--- config.mk ---
export PLATFORM = sky130hd
export DESIGN_NAME = serial_rx_os16
export DESIGN_NICKNAME = d
export VERILOG_FILES = /design/src/rtl/rxos_pkg.sv /design/src/rtl/rxos_sync.sv /design/src/rtl/rxos_bit_timer.sv /design/src/rtl/rxos_framer.sv /design/src/rtl/rxos_out_stage.sv /design/src/rtl/serial_rx_os16.sv
export SDC_FILE = /design/constraint.sdc
export NUM_CORES = 1
export LEC_CHECK = 0
export BUFFER_PORTS_ARGS = -buffer_cell sky130_fd_sc_hd__buf_2
export CORE_ASPECT_RATIO = 1.5
export CORE_MARGIN = 1.5
export CORE_UTILIZATION = 45
export CTS_CLUSTER_DIAMETER = 150
export DETAILED_ROUTE_END_ITERATION = 7
export PLACE_DENSITY = 0.67
export SYNTH_ARGS = -nofsm -noshare
export SYNTH_HDL_FRONTEND = slang
export SYNTH_SLANG_ARGS = --single-unit
--- constraint.sdc ---
create_clock -name clk -period 1.7 [get_ports clk]
set_clock_uncertainty 0.15 [all_clocks]
set_input_delay 0.085 -clock clk [delete_from_list [all_inputs] [get_ports clk]]
set_output_delay 0.085 -clock clk [all_outputs]
set_load 0.02 [all_outputs]
--- src/rtl/rxos_pkg.sv ---
`timescale 1ns/1ps
package rxos_pkg;
  typedef enum logic {
    RX_IDLE = 1'b0,
    RX_RUN  = 1'b1
  } rx_state_e;

  localparam int unsigned RXOS_DATA_BITS   = 8;
  localparam int unsigned RXOS_OVERSAMPLE  = 16;
  localparam int unsigned RXOS_STROBE_FALL = 2;
  localparam int unsigned RXOS_STROBE_RISE = 8;
endpackage

--- src/rtl/rxos_sync.sv ---
`timescale 1ns/1ps
module rxos_sync #(
  parameter int STAGES = 2
) (
  input  logic clk,
  input  logic rst_n,
  input  logic din,
  output logic dout
);
  logic [STAGES-1:0] sr_q;

  always_ff @(posedge clk or negedge rst_n) begin
    if (!rst_n) sr_q <= '1;
    else        sr_q <= {sr_q[STAGES-2:0], din};
  end

  assign dout = sr_q[STAGES-1];
endmodule

--- src/rtl/rxos_bit_timer.sv ---
`timescale 1ns/1ps
module rxos_bit_timer #(
  parameter int OVS  = 16,
  parameter int FALL = 2,
  parameter int RISE = 8
) (
  input  logic clk,
  input  logic rst_n,
  input  logic tick,
  input  logic start,
  input  logic run,
  output logic sample_en,
  output logic strobe
);
  localparam int CW = $clog2(OVS);
  localparam logic [CW-1:0] LAST_C = CW'(OVS - 1);
  localparam logic [CW-1:0] FALL_C = CW'(FALL);
  localparam logic [CW-1:0] RISE_C = CW'(RISE);
  localparam logic [CW-1:0] SAMP_C = CW'(RISE - 1);

  logic [CW-1:0] cnt_q;

  always_ff @(posedge clk or negedge rst_n) begin
    if (!rst_n)             cnt_q <= '0;
    else if (start)         cnt_q <= '0;
    else if (run && tick)   cnt_q <= (cnt_q == LAST_C) ? '0 : cnt_q + 1'b1;
  end

  assign sample_en = run && tick && (cnt_q == SAMP_C);
  assign strobe    = !(run && (cnt_q >= FALL_C) && (cnt_q < RISE_C));

  // strobe edges are paced by the tick enable only
  assert_strobe_on_tick_R3: assert property (@(posedge clk) disable iff (!rst_n)
    !$stable(strobe) |-> $past(tick));

  // capture coincides with the strobe's rising edge
  assert_capture_on_rise_R4: assert property (@(posedge clk) disable iff (!rst_n)
    sample_en |=> $rose(strobe));
endmodule

--- src/rtl/rxos_framer.sv ---
`timescale 1ns/1ps
module rxos_framer
  import rxos_pkg::*;
#(
  parameter int DATA_BITS = 8
) (
  input  logic                 clk,
  input  logic                 rst_n,
  input  logic                 tick,
  input  logic                 line,
  input  logic                 sample_en,
  output logic                 run,
  output logic                 start,
  output logic                 done,
  output logic [DATA_BITS-1:0] data,
  output logic                 frm_err
);
  localparam int IW = $clog2(DATA_BITS + 2);
  localparam logic [IW-1:0] STOP_IDX = IW'(DATA_BITS + 1);

  rx_state_e            state_q;
  logic                 prev_q;
  logic [IW-1:0]        idx_q;
  logic [DATA_BITS-1:0] sh_q;

  assign run   = (state_q == RX_RUN);
  assign start = (state_q == RX_IDLE) && tick && prev_q && !line;
  assign done  = sample_en && (idx_q == STOP_IDX);
  assign data  = sh_q;
  assign frm_err = !line;

  always_ff @(posedge clk or negedge rst_n) begin
    if (!rst_n)      prev_q <= 1'b1;
    else if (tick)   prev_q <= line;
  end

  always_ff @(posedge clk or negedge rst_n) begin
    if (!rst_n) begin
      state_q <= RX_IDLE;
      idx_q   <= '0;
      sh_q    <= '0;
    end else if (start) begin
      state_q <= RX_RUN;
      idx_q   <= '0;
    end else if (sample_en) begin
      if (idx_q == '0) begin
        if (line) state_q <= RX_IDLE;
        else      idx_q   <= idx_q + 1'b1;
      end else if (idx_q == STOP_IDX) begin
        state_q <= RX_IDLE;
      end else begin
        sh_q  <= {line, sh_q[DATA_BITS-1:1]};
        idx_q <= idx_q + 1'b1;
      end
    end
  end

  assert_false_start_drops_R5: assert property (@(posedge clk) disable iff (!rst_n)
    (sample_en && (idx_q == '0) && line) |=> !run);

  assert_start_enters_run_R2: assert property (@(posedge clk) disable iff (!rst_n)
    start |=> run && (idx_q == '0));
endmodule

--- src/rtl/rxos_out_stage.sv ---
`timescale 1ns/1ps
module rxos_out_stage #(
  parameter int DATA_BITS = 8
) (
  input  logic                 clk,
  input  logic                 rst_n,
  input  logic                 done,
  input  logic [DATA_BITS-1:0] data,
  input  logic                 frm_err,
  input  logic                 out_ready,
  output logic                 out_valid,
  output logic [DATA_BITS-1:0] out_data,
  output logic                 out_frm_err,
  output logic                 out_overrun
);
  logic accept;
  assign accept = out_valid && out_ready;

  always_ff @(posedge clk or negedge rst_n) begin
    if (!rst_n) begin
      out_valid   <= 1'b0;
      out_data    <= '0;
      out_frm_err <= 1'b0;
      out_overrun <= 1'b0;
    end else if (done) begin
      out_valid   <= 1'b1;
      out_data    <= data;
      out_frm_err <= frm_err;
      out_overrun <= out_valid && !out_ready;
    end else if (accept) begin
      out_valid   <= 1'b0;
      out_frm_err <= 1'b0;
      out_overrun <= 1'b0;
    end
  end

  assert_hold_until_accept_R9: assert property (@(posedge clk) disable iff (!rst_n)
    (out_valid && !out_ready && !done) |=> out_valid && $stable(out_data) && $stable(out_frm_err));

  assert_overrun_with_valid_R10: assert property (@(posedge clk) disable iff (!rst_n)
    out_overrun |-> out_valid);

  assert_overrun_on_collision_R10: assert property (@(posedge clk) disable iff (!rst_n)
    (done && out_valid && !out_ready) |=> out_overrun);
endmodule

--- src/rtl/serial_rx_os16.sv ---
`timescale 1ns/1ps
module serial_rx_os16
  import rxos_pkg::*;
#(
  parameter int DATA_BITS   = RXOS_DATA_BITS,
  parameter int OVS         = RXOS_OVERSAMPLE,
  parameter int STROBE_FALL = RXOS_STROBE_FALL,
  parameter int STROBE_RISE = RXOS_STROBE_RISE,
  parameter int SYNC_STAGES = 2
) (
  input  logic                 clk,
  input  logic                 rst_n,
  input  logic                 tick_16x,
  input  logic                 rx_line,
  output logic                 samp_strobe,
  output logic [DATA_BITS-1:0] rx_data,
  output logic                 rx_valid,
  input  logic                 rx_ready,
  output logic                 rx_frm_err,
  output logic                 rx_overrun
);
  logic line_s, run, start, done, sample_en, frm_err;
  logic [DATA_BITS-1:0] data;

  rxos_sync #(.STAGES(SYNC_STAGES)) u_sync (
    .clk(clk), .rst_n(rst_n), .din(rx_line), .dout(line_s)
  );

  rxos_bit_timer #(.OVS(OVS), .FALL(STROBE_FALL), .RISE(STROBE_RISE)) u_timer (
    .clk(clk), .rst_n(rst_n), .tick(tick_16x), .start(start), .run(run),
    .sample_en(sample_en), .strobe(samp_strobe)
  );

  rxos_framer #(.DATA_BITS(DATA_BITS)) u_framer (
    .clk(clk), .rst_n(rst_n), .tick(tick_16x), .line(line_s), .sample_en(sample_en),
    .run(run), .start(start), .done(done), .data(data), .frm_err(frm_err)
  );

  rxos_out_stage #(.DATA_BITS(DATA_BITS)) u_out (
    .clk(clk), .rst_n(rst_n), .done(done), .data(data), .frm_err(frm_err),
    .out_ready(rx_ready), .out_valid(rx_valid), .out_data(rx_data),
    .out_frm_err(rx_frm_err), .out_overrun(rx_overrun)
  );

  // strobe parked high once the stop bit is taken
  assert_parked_after_stop_R8: assert property (@(posedge clk) disable iff (!rst_n)
    done |=> samp_strobe && !run);
endmodule

==> results of run 1 <==
[area by class of cell]
| type | instances | area, µm² |
|---|---|---|
| sequential | 31 | 779 |
| clock buffer | 6 | 82.6 |
| inverter | 3 | 11.3 |
| timing repair buffer | 32 | 223 |
| tap | 39 | 48.8 |
| fill | 238 | 1160 |
| clock inverter | 2 | 35.0 |
| multi-input combinational | 70 | 634 |
[synthesized netlist by cell type (all sizes together) (2+ instances only)]
library cell,count,area share
nand2,12,0.032
dfrtp,28,0.49
ha,4,0.035
nor2b,2,0.0088
a21oi,3,0.011
o21ai,7,0.033
mux2i,2,0.014
nand3,4,0.014
nand4,3,0.024
mux2,17,0.17
buf,3,0.019
and2,2,0.0088
o211ai,2,0.011
and4,2,0.014
dfstp,3,0.055
inv,3,0.0079
[flip-flops by register name, indices dropped and copies added (netlist names)]
| signal | count |
|---|---|
| u_framer.prev_q | 1 |
| u_out.out_overrun | 1 |
| u_timer.cnt_q | 4 |
| u_framer.run | 1 |
| u_sync.sr_q | 2 |
| u_out.out_data | 8 |
| u_out.out_valid | 1 |
| u_framer.idx_q | 4 |
| u_framer.data | 8 |
| u_out.out_frm_err | 1 |
[critical path, cell delays in order (launching register included)]
cell and delay, ns:
dfrtp_1 0.39, inv_1 0.06, ha_1 0.14, nor2b_4 0.16, a21oi_2 0.05, o21ai_4 0.15
buf_12 0.15, mux2_4 0.29
[layout by cell type (no fill, tap or decap), drive strengths merged]
| cell | Yosys | final |
|---|---|---|
| clkbuf | 1 | 6 |
| a21oi | 3 | 3 |
| a311oi | 1 | 1 |
| dfstp | 3 | 3 |
| o21a | 1 | 1 |
| o21ai | 7 | 7 |
| dfrtp | 28 | 28 |
| inv | 3 | 3 |
| mux2i | 2 | 2 |
| mux2 | 17 | 17 |
| xnor2 | 1 | 1 |
| dlygate4sd3 | 0 | 4 |
| nand4 | 3 | 4 |
| nor2b | 2 | 2 |
| o21bai | 1 | 1 |
| bufinv | 0 | 1 |
| and2 | 2 | 2 |
| nand2 | 12 | 12 |
| buf | 3 | 28 |
| ha | 4 | 4 |
| nand3 | 4 | 4 |
| o31ai | 1 | 1 |
| clkinv | 0 | 1 |
| nor2 | 1 | 1 |
| and4 | 2 | 2 |
| a31o | 1 | 1 |
| a22oi | 1 | 1 |
| nand4bb | 1 | 1 |
| o211ai | 2 | 2 |
[per-layer routing]
metal  wire [µm]  up-vias  track usage
met1        1050      479        0.191
met3          73        8       0.0432
met4          82        0        0.124
li1            -      455            -
met5           0        -            0
met2        1360       19        0.320
[what timing repair did]
item	in CTS	in global routing
endpoints found under the hold margin	33	0
pin swaps	2	1
buffers inserted	1	0
endpoints found under the setup margin	16	13
hold buffers	4	0
resized for setup	0	4
cloned	1	0
[stage by stage]
step           total power, µW  hold slack, ns  instances  setup slack (ns)
2_1_floorplan             1250          -0.361        107          -0.00913
3_3_place_gp              1460         0.00605        169           -0.0129
3_5_place_dp              1490          0.0137        169           -0.0659
4_1_cts                   2260           0.209        183            0.0344
5_1_grt                   2400           0.210        183           -0.0378
6_report                  2250           0.207        183            0.0427
[cells by family (layout without fill, tap and decap cells)]
family | count (synthesis) | in the layout
flip-flops | 31 | 31
AND/OR/NAND/NOR | 27 | 28
multiplexers | 19 | 19
AO/OA/AOI/OAI | 18 | 18
buffers and inverters | 7 | 43
adder cells (fa/ha/maj) | 4 | 4
XOR/XNOR | 1 | 1
[final timing paths]
kind / endpoint / slack [ns] / cells after the start
max: u_framer.data[1]$_DFFE_PN0P_ / 0.04 / 7
max reg2reg: u_framer.data[1]$_DFFE_PN0P_ / 0.04 / 7
min reg2reg: u_sync.sr_q[1]$_DFF_PN1_ / 0.21 / 0
max in group asynchronous: u_framer.idx_q[3]$_DFFE_PN0P_ / 0.73 / 2
min: u_sync.sr_q[1]$_DFF_PN1_ / 0.21 / 0
min in group asynchronous: u_out.out_data[7]$_DFFE_PN0P_ / 0.23 / 2
[power by group through the flow]
stage	registers, µW	logic [µW]	clock network (µW)
after floorplan	920	334	0
after global placement	911	552	0
after detailed placement	911	574	0
after CTS	898	601	763
after global routing	912	680	804
final	902	608	738
==> flow_summary_export.csv, run 1 <==
group,metric,value,unit
status,status,"finished clean",
synthesis,synthCells,107,
synthesis,synth-compound-area-share,0.0870,
synthesis,syn_area,1420,µm²
drt,drtIter0Drc,16,
synthesis,ys_ff_latch,31,
power,leakagePower,0.000921,µW
worst_hold_path,min-delay-start,"u_sync.sr_q[0]$_DFF_PN1_",
synthesis,async_flop_share,1.00,
power,internal_power,1590,µW
setup_path,critical_path_class,"reg2reg",
run,maxCapViolCount,0,
drt,ant_nets,0,
clock_network,cts-htree-levels,2,
power,combPwrFrac,0.271,
drt,drc,0,
die,core_area,2970,µm²
sta,setup_tns,0,ns
power,peakVddDrop,1.12,mV
setup_path,critPathRequiredTime,1.72,ns
global_routing,grt_usage,0.182,
sta,setup_viol,0,
global_routing,grt_pass1_vias,1034,
synthesis,avgSynthCellArea,13.3,µm²
die,die_w,48.9,µm
clock_network,cts_tree,"done",
drt,num_vias,961,
clock_network,clk_path_buf_depth,2,
sta,fin_crit_sh,0.975,
synthesis,synth-edff-count,0,
clock_network,numCtsBuffers,5,
synthesis,yosysWarnings,0,
power,switching_share,0.291,
cells_and_area,utilization,0.610,
die,die_y,71.9,µm
setup_path,endpoint_kind,"flip-flop",
drt,drt_first_pass_iters,4,
cells_and_area,design_area,1810,µm²
synthesis,synth_xor_area_frac,0.00615,
synthesis,ys_types,31,
clock_network,cts_root_buf,"clkbuf_8",
setup_path,rr_startpoint,"u_framer.idx_q[0]$_DFFE_PN0P_",
sta,final_hold_viol_count,0,
synthesis,synth_top_family_by_area,"multiplexers",
die,fp-row-count,24,
sta,maxSlewViolCount,0,
drt,wire_per_inst,14.0,µm
die,dieArea,3520,µm²
setup_path,critPathLaunchType,"flip-flop",
synthesis,ys_seq_area_frac,0.547,
clock_network,clkTransAtPathRegs,0.06,ns
die,initial_core_util,0.479,
power,power.switching,653,µW
worst_hold_path,hp-class,"reg2reg",
sta,timing.fmax,603,MHz
cells_and_area,layout-drive-gt1-share,0.465,
drt,wl,2.56,mm
sta,rsz0062_at_grt,"yes",
synthesis,synthAdderAreaFrac,0.0351,
synthesis,synthMuxAreaShare,0.183,
setup_path,startpoint,"u_framer.idx_q[0]$_DFFE_PN0P_",
place,port-buffer-count,16,
place,dpl-instance-area,1620,µm²
cells_and_area,area_growth,27.4,%
power,p_clk_frac,0.328,
setup_path,crit_arrival,1.67,ns
clock_network,worstSkewPairLatency,0.28,ns
global_routing,grt_antenna_before_repair,0,
power,seqPwrFrac,0.401,
power,powerDensity,1240,nW/µm²
synthesis,yosys.area_share.simple,0.112,
cells_and_area,nets,152,
synthesis,synthFlopType,"dfrtp_1",
clock_network,cts_sinks,31,
cells_and_area,diodes,0,
place,gp_congestion,0.774,
synthesis,syn_nets,116,
drt,viasPerCell,5.25,
global_routing,grt_max_degree,32,
sta,final.min_clock_period,1.66,ns
global_routing,overflow,0,
setup_path,worstPathMaxFanout,8,
sta,tightest_slew,0.679,ns
place,hpwl,1.77,mm
die,io_pins,17,
sta,slew_headroom,0.547,
global_routing,grt_pass1_wl,4.69,mm
No activity file was read; power rests on OpenSTA's default activity.
==> inputs of run 2 (changes only) <==
Settings changed: CORE_UTILIZATION 45 to 51, PLACE_DENSITY 0.67 to 0.74.
==> flow_summary_export.csv, run 2 (synthesis gave the netlist of run 1 again) <==
group,metric,value,unit
global_routing,grt_pass1_vias,1000,
drt,wire_per_inst,14.4,µm
sta,tightest_slew,0.665,ns
sta,rsz0062_at_grt,"yes",
drt,viasPerCell,5.35,
sta,fin_crit_sh,0.981,
global_routing,overflow,0,
cells_and_area,layout_common_cells,"28 x dfrtp_1, 16 x buf_2, 13 x mux2_4",
sta,slew_headroom,0.557,
setup_path,critPathLaunchType,"flip-flop",
setup_path,crit_arrival,1.69,ns
cells_and_area,fillers,195,
global_routing,grt_usage,0.199,
setup_path,r2r_slack,0.03,ns
drt,drt_first_pass_iters,4,
power,powerDensity,1300,nW/µm²
sta,final.min_clock_period,1.67,ns
setup_path,endpoint_kind,"flip-flop",
power,peakVddDrop,0.831,mV
cells_and_area,nets,151,
drt,num_vias,963,
clock_network,cts-htree-levels,2,
clock_network,cts_sinks,31,
cells_and_area,layout-drive-gt1-share,0.434,
die,die_y,67.7,µm
die,io_pins,17,
cells_and_area,area_growth,27.3,%
sta,timing.fmax,600,MHz
sta,setup_slack,0.0322,ns
place,place_ws,-0.0618,ns
die,core_area,2680,µm²
drt,drtIter0Drc,7,
place,port-buffer-count,16,
clock_network,clkTransAtPathRegs,0.07,ns
die,die_w,46.1,µm
drt,drc,0,
run,maxCapViolCount,0,
drt,wl,2.59,mm
place,gp_congestion,0.745,
cells_and_area,diodes,0,
global_routing,grt_antenna_before_repair,0,
clock_network,cts_root_buf,"clkbuf_8",
sta,maxSlewViolCount,0,
setup_path,critical_path_class,"reg2reg",
clock_network,numCtsBuffers,5,
die,fp-row-count,23,
sta,setup_viol,0,
place,hpwl,1.79,mm
power,leakagePower,0.000920,µW
worst_hold_path,hp-class,"reg2reg",
place,dpl-instance-area,1610,µm²
global_routing,grt_max_degree,32,
clock_network,clk_path_buf_depth,2,
status,status,"finished clean",
cells_and_area,final_common_cell,"dfrtp_1",
drt,ant_nets,0,
cells_and_area,design_area,1810,µm²
die,dieArea,3120,µm²
global_routing,grt_pass1_wl,4.24,mm
clock_network,cts_tree,"done",
die,initial_core_util,0.532,
setup_path,worstPathMaxFanout,7,
clock_network,worstSkewPairLatency,0.28,ns
setup_path,critPathRequiredTime,1.72,ns
sta,final_hold_viol_count,0,
[run 2: timing repair]
action,in CTS,in global routing
hold buffers,4,0
setup buffers,1,0
resized for setup,0,1
endpoints found under the hold margin,32,0
setup endpoints to repair,16,18
pin swaps,2,1
cloned,1,0
[run 2: critical path: stages (launching register included)]
cell	delay (ns)
dfrtp_1	0.36
ha_2	0.21
and4_4	0.25
nand4_4	0.21
mux2_4	0.36
[run 2: path summary, 6_finish.rpt]
path | cells past startpoint | from | endpoint
worst min-delay path | 0 | u_sync.sr_q[0]$_DFF_PN1_ | u_sync.sr_q[1]$_DFF_PN1_
min in group asynchronous | 2 | rst_n | u_out.out_data[5]$_DFFE_PN0P_
worst max register to register | 4 | u_timer.cnt_q[0]$_DFFE_PN0P_ | u_out.out_data[7]$_DFFE_PN0P_
worst max-delay path | 4 | u_timer.cnt_q[0]$_DFFE_PN0P_ | u_out.out_data[7]$_DFFE_PN0P_
max in group asynchronous | 2 | rst_n | u_out.out_data[2]$_DFFE_PN0P_
worst min register to register | 0 | u_sync.sr_q[0]$_DFF_PN1_ | u_sync.sr_q[1]$_DFF_PN1_
[run 2: layer usage]
metal / vias up / global-route usage / share of wire
li1: 457 / - / -
met1: 484 / 0.194 / 0.40
met2: 17 / 0.349 / 0.55
met3: 5 / 0.0642 / 0.029
met4: 0 / 0.118 / 0.020
met5: - / 0 / 0
[run 2: power breakdown]
group | internal (µW) | leakage, µW | switching [µW]
combinational | 292 | 0.000442 | 309
sequential | 826 | 0.000412 | 72.9
clock | 586 | 0.0000654 | 267
total | 1700 | 0.000920 | 649
[run 2: stage by stage]
| stage | TNS [ns] | cells | hold WS [ns] | util | power [µW] |
|---|---|---|---|---|---|
| after floorplan | -0.0731 | 107 | -0.361 | - | 1250 |
| after global placement | -0.165 | 166 | -0.00243 | 0.600 | 1460 |
| after detailed placement | -0.794 | 166 | 0.00263 | 0.600 | 1490 |
| after CTS | 0 | 180 | 0.208 | 0.676 | 2370 |
| after global routing | -0.509 | 180 | 0.215 | 0.677 | 2480 |
| final | 0 | 180 | 0.207 | 0.677 | 2350 |
[run 2: cell type report]
| cell class | instances | area [µm²] | share of cell area |
|---|---|---|---|
| sequential | 31 | 779 | 0.430 |
| multi-input combinational | 70 | 628 | 0.346 |
| timing repair buffer | 31 | 215 | 0.119 |
| clock buffer | 6 | 72.6 | 0.0400 |
| clock inverter | 2 | 60.1 | 0.0331 |
| tap | 37 | 46.3 | 0.0255 |
| inverter | 3 | 11.3 | 0.00621 |
==> inputs of run 3 (changes only) <==
Settings changed: CORE_MARGIN 1.5 to 4, CORE_UTILIZATION 51 to 50, PLACE_DENSITY 0.74 to 0.73, SYNTH_HIERARCHICAL set to 1.
==> flow_summary_export.csv, run 3 <==
group,metric,value,unit
global_routing,overflow,0,
worst_hold_path,hp-class,"in2reg",
die,die_w,51.3,µm
setup_path,worstReg2RegEnd,"u_framer/data[1]$_DFFE_PN0P_",
power,power.switching,763,µW
drt,wire_per_inst,14.9,µm
power,powerDensity,1270,nW/µm²
power,internal_power,1790,µW
drt,ant_nets,0,
place,gp_congestion,0.831,
setup_path,critPathSlowestCell,"dfrtp_1",
sta,timing.fmax,558,MHz
setup_path,endpoint_kind,"flip-flop",
setup_path,crit_chain,"inv_2, ha_4, or3b_4, nand4_4, mux2_4",
setup_path,crit_family,"simple AND/OR/NAND/NOR gates",
clock_network,cts_tree,"done",
die,core_area,2680,µm²
cells_and_area,area_growth,43.4,%
status,violations,"setup timing",
synthesis,yosysTopAreaCellShare,0.498,
sta,tightest_slew,0.664,ns
worst_hold_path,min-delay-start,"tick_16x",
drt,num_vias,1063,
power,seqPwrFrac,0.377,
sta,rsz0062_at_grt,"yes",
sta,maxSlewViolCount,0,
synthesis,yosysWarnings,6,
synthesis,syn_area,1410,µm²
synthesis,ys_types,33,
power,leakagePower,0.00101,µW
worst_hold_path,min_delay_path_depth,3,
synthesis,synthFlopType,"dfrtp_1",
setup_path,path_buf_inv,1,
die,fp-row-count,23,
drt,drc,0,
global_routing,grt_pass1_vias,1095,
cells_and_area,layout_common_cells,"28 x dfrtp_1, 20 x buf_4, 16 x mux2_4",
sta,fin_crit_sh,1.05,
place,placedCellCount,181,
drt,drtIter0Drc,21,
place,hpwl,2.06,mm
drt,wl,2.98,mm
setup_path,rr_startpoint,"u_framer/idx_q[1]$_DFFE_PN0P_",
setup_path,critPathLaunchType,"flip-flop",
cells_and_area,diodes,0,
place,dpl-instance-area,1740,µm²
power,switching_share,0.299,
synthesis,avgSynthCellArea,12.7,µm²
synthesis,synth_area_leader_cell,"dfrtp_1",
setup_path,critPathRequiredTime,1.71,ns
synthesis,synth_common_cells,"28 x dfrtp_1, 15 x mux2_2, 10 x inv_1",
setup_path,startpoint,"u_framer/idx_q[1]$_DFFE_PN0P_",
synthesis,yosys.cell_count.top_type,"dfrtp_1",
clock_network,numCtsBuffers,5,
synthesis,synthCells,111,
cells_and_area,stdcell_count,200,
worst_hold_path,hold_end,"u_framer/prev_q$_DFFE_PN1P_",
power,p_clk_frac,0.289,
synthesis,ys_ff_latch,31,
setup_path,path_depth,5,
drt,viasPerCell,5.32,
setup_path,r2r_slack,-0.09,ns
sta,final_hold_viol_count,0,
global_routing,grt_usage,0.183,
sta,slew_headroom,0.558,
sta,setup_slack,-0.0909,ns
die,io_pins,17,
clock_network,cts_root_buf,"clkbuf_8",
global_routing,grt_antenna_before_repair,0,
clock_network,clkTransAtPathRegs,0.06,ns
die,dieArea,3740,µm²
setup_path,worst-r2r-cell-count,5,
synthesis,synth-edff-count,0,
clock_network,cts_sinks,31,
place,port-buffer-count,16,
status,status,"complete, but fails checks",
synthesis,async_flop_share,1.00,
clock_network,cts-htree-levels,2,
global_routing,grt_pass1_wl,5.05,mm
setup_path,worstPathMaxFanout,8,
global_routing,grt_max_degree,32,
die,die_y,73.0,µm
drt,drt_first_pass_iters,4,
sta,final.min_clock_period,1.79,ns
clock_network,worstSkewPairLatency,0.28,ns
cells_and_area,layout-drive-gt1-share,0.515,
power,peakVddDrop,0.924,mV
synthesis,synth.area.top_cells,"dfrtp_1 50%, mux2_2 12%, dfstp_2 5.6%",
setup_path,crit_arrival,1.80,ns
synthesis,ys_seq_area_frac,0.554,
setup_path,slowest_delay,0.39,ns
synthesis,syn_nets,121,
setup_path,critical_path_class,"reg2reg",
run,maxCapViolCount,0,
cells_and_area,nets,172,
power,combPwrFrac,0.334,
cells_and_area,design_area,2020,µm²
die,initial_core_util,0.525,
cells_and_area,fillers,165,
cells_and_area,final_common_cell,"dfrtp_1",
sta,setup_viol,17,
clock_network,clk_path_buf_depth,2,
## run 3: changes by cell type after synthesis, moves of 3 or more
cell     previous run  this run
inv_1               3        10
a21oi_1             3         6
o21ai_0             6         2
mux2_2              4        15
mux2_4             13         2
nand2_1            12         8
## run 3: logic make-up after synthesis
family	after synthesis	share of synthesized area
multiplexers	18	0.149
AO/OA/AOI/OAI	17	0.0836
AND/OR/NAND/NOR	27	0.122
adder cells (fa/ha/maj)	5	0.0445
XOR/XNOR	2	0.0125
flip-flops	31	0.554
buffers and inverters	11	0.0347
## run 3: how the worst max path moves through the flow
| stage | endpoint | slack, ns |
|---|---|---|
| floorplan | u_out/out_data[0]$_DFFE_PN0P_ | -0.19 |
| global placement | u_framer/data[6]$_DFFE_PN0P_ | -0.06 |
| detailed placement | u_framer/data[1]$_DFFE_PN0P_ | -0.11 |
| CTS | u_framer/data[1]$_DFFE_PN0P_ | -0.08 |
| global route | u_framer/data[1]$_DFFE_PN0P_ | -0.15 |
| finish | u_framer/data[1]$_DFFE_PN0P_ | -0.09 |
## run 3: per-stage QoR
step | worst slack (ns) | total power [µW] | hold slack [ns] | utilization | TNS, ns
after CTS | -0.0766 | 2430 | 0.0569 | 0.724 | -0.795
after global routing | -0.148 | 2700 | 0.0843 | 0.754 | -2.55
after detailed placement | -0.111 | 1610 | 0.00307 | 0.648 | -1.02
final | -0.0909 | 2550 | 0.0791 | 0.754 | -1.08
after global placement | -0.0604 | 1550 | -0.00482 | 0.648 | -0.512
after floorplan | -0.190 | 1330 | -0.361 | - | -2.13
## run 3: worst register-to-register path, stage by stage (launching register included)
cell and delay (ns):
dfrtp_1 0.39, inv_2 0.09, ha_4 0.15, or3b_4 0.38, nand4_4 0.19, mux2_4 0.32
## run 3: power by group through the flow
stage	Combinational (µW)	Clock, µW	Sequential [µW]
6_report	852	739	962
3_5_place_dp	636	0	973
4_1_cts	705	764	961
5_1_grt	937	788	977
3_3_place_gp	591	0	962
2_1_floorplan	350	0	978
## run 3: layout make-up
type | instances | area, µm² | area share
tap | 37 | 46.3 | 0.0230
clock inverter | 2 | 35.0 | 0.0174
timing repair buffer | 45 | 339 | 0.168
clock buffer | 6 | 82.6 | 0.0409
multi-input combinational | 69 | 697 | 0.346
sequential | 31 | 779 | 0.386
inverter | 10 | 37.5 | 0.0186
## run 3: metal layers
layer / global-route usage / routed length [µm] / vias to the layer above
met2: 0.313 / 1640 / 19
li1: - / - / 498
met5: 0 / 0 / -
met1: 0.210 / 1190 / 541
met4: 0.0875 / 48 / 0
met3: 0.0491 / 107 / 5
## run 3: timing repair
| action | 4_1_cts | 5_1_grt |
|---|---|---|
| setup endpoints to repair | 17 | 22 |
| pin swaps | 3 | 5 |
| gates resized for setup | 6 | 10 |
| hold endpoints to repair | 34 | 0 |
| buffers inserted | 1 | 4 |
| hold buffers | 6 | 0 |
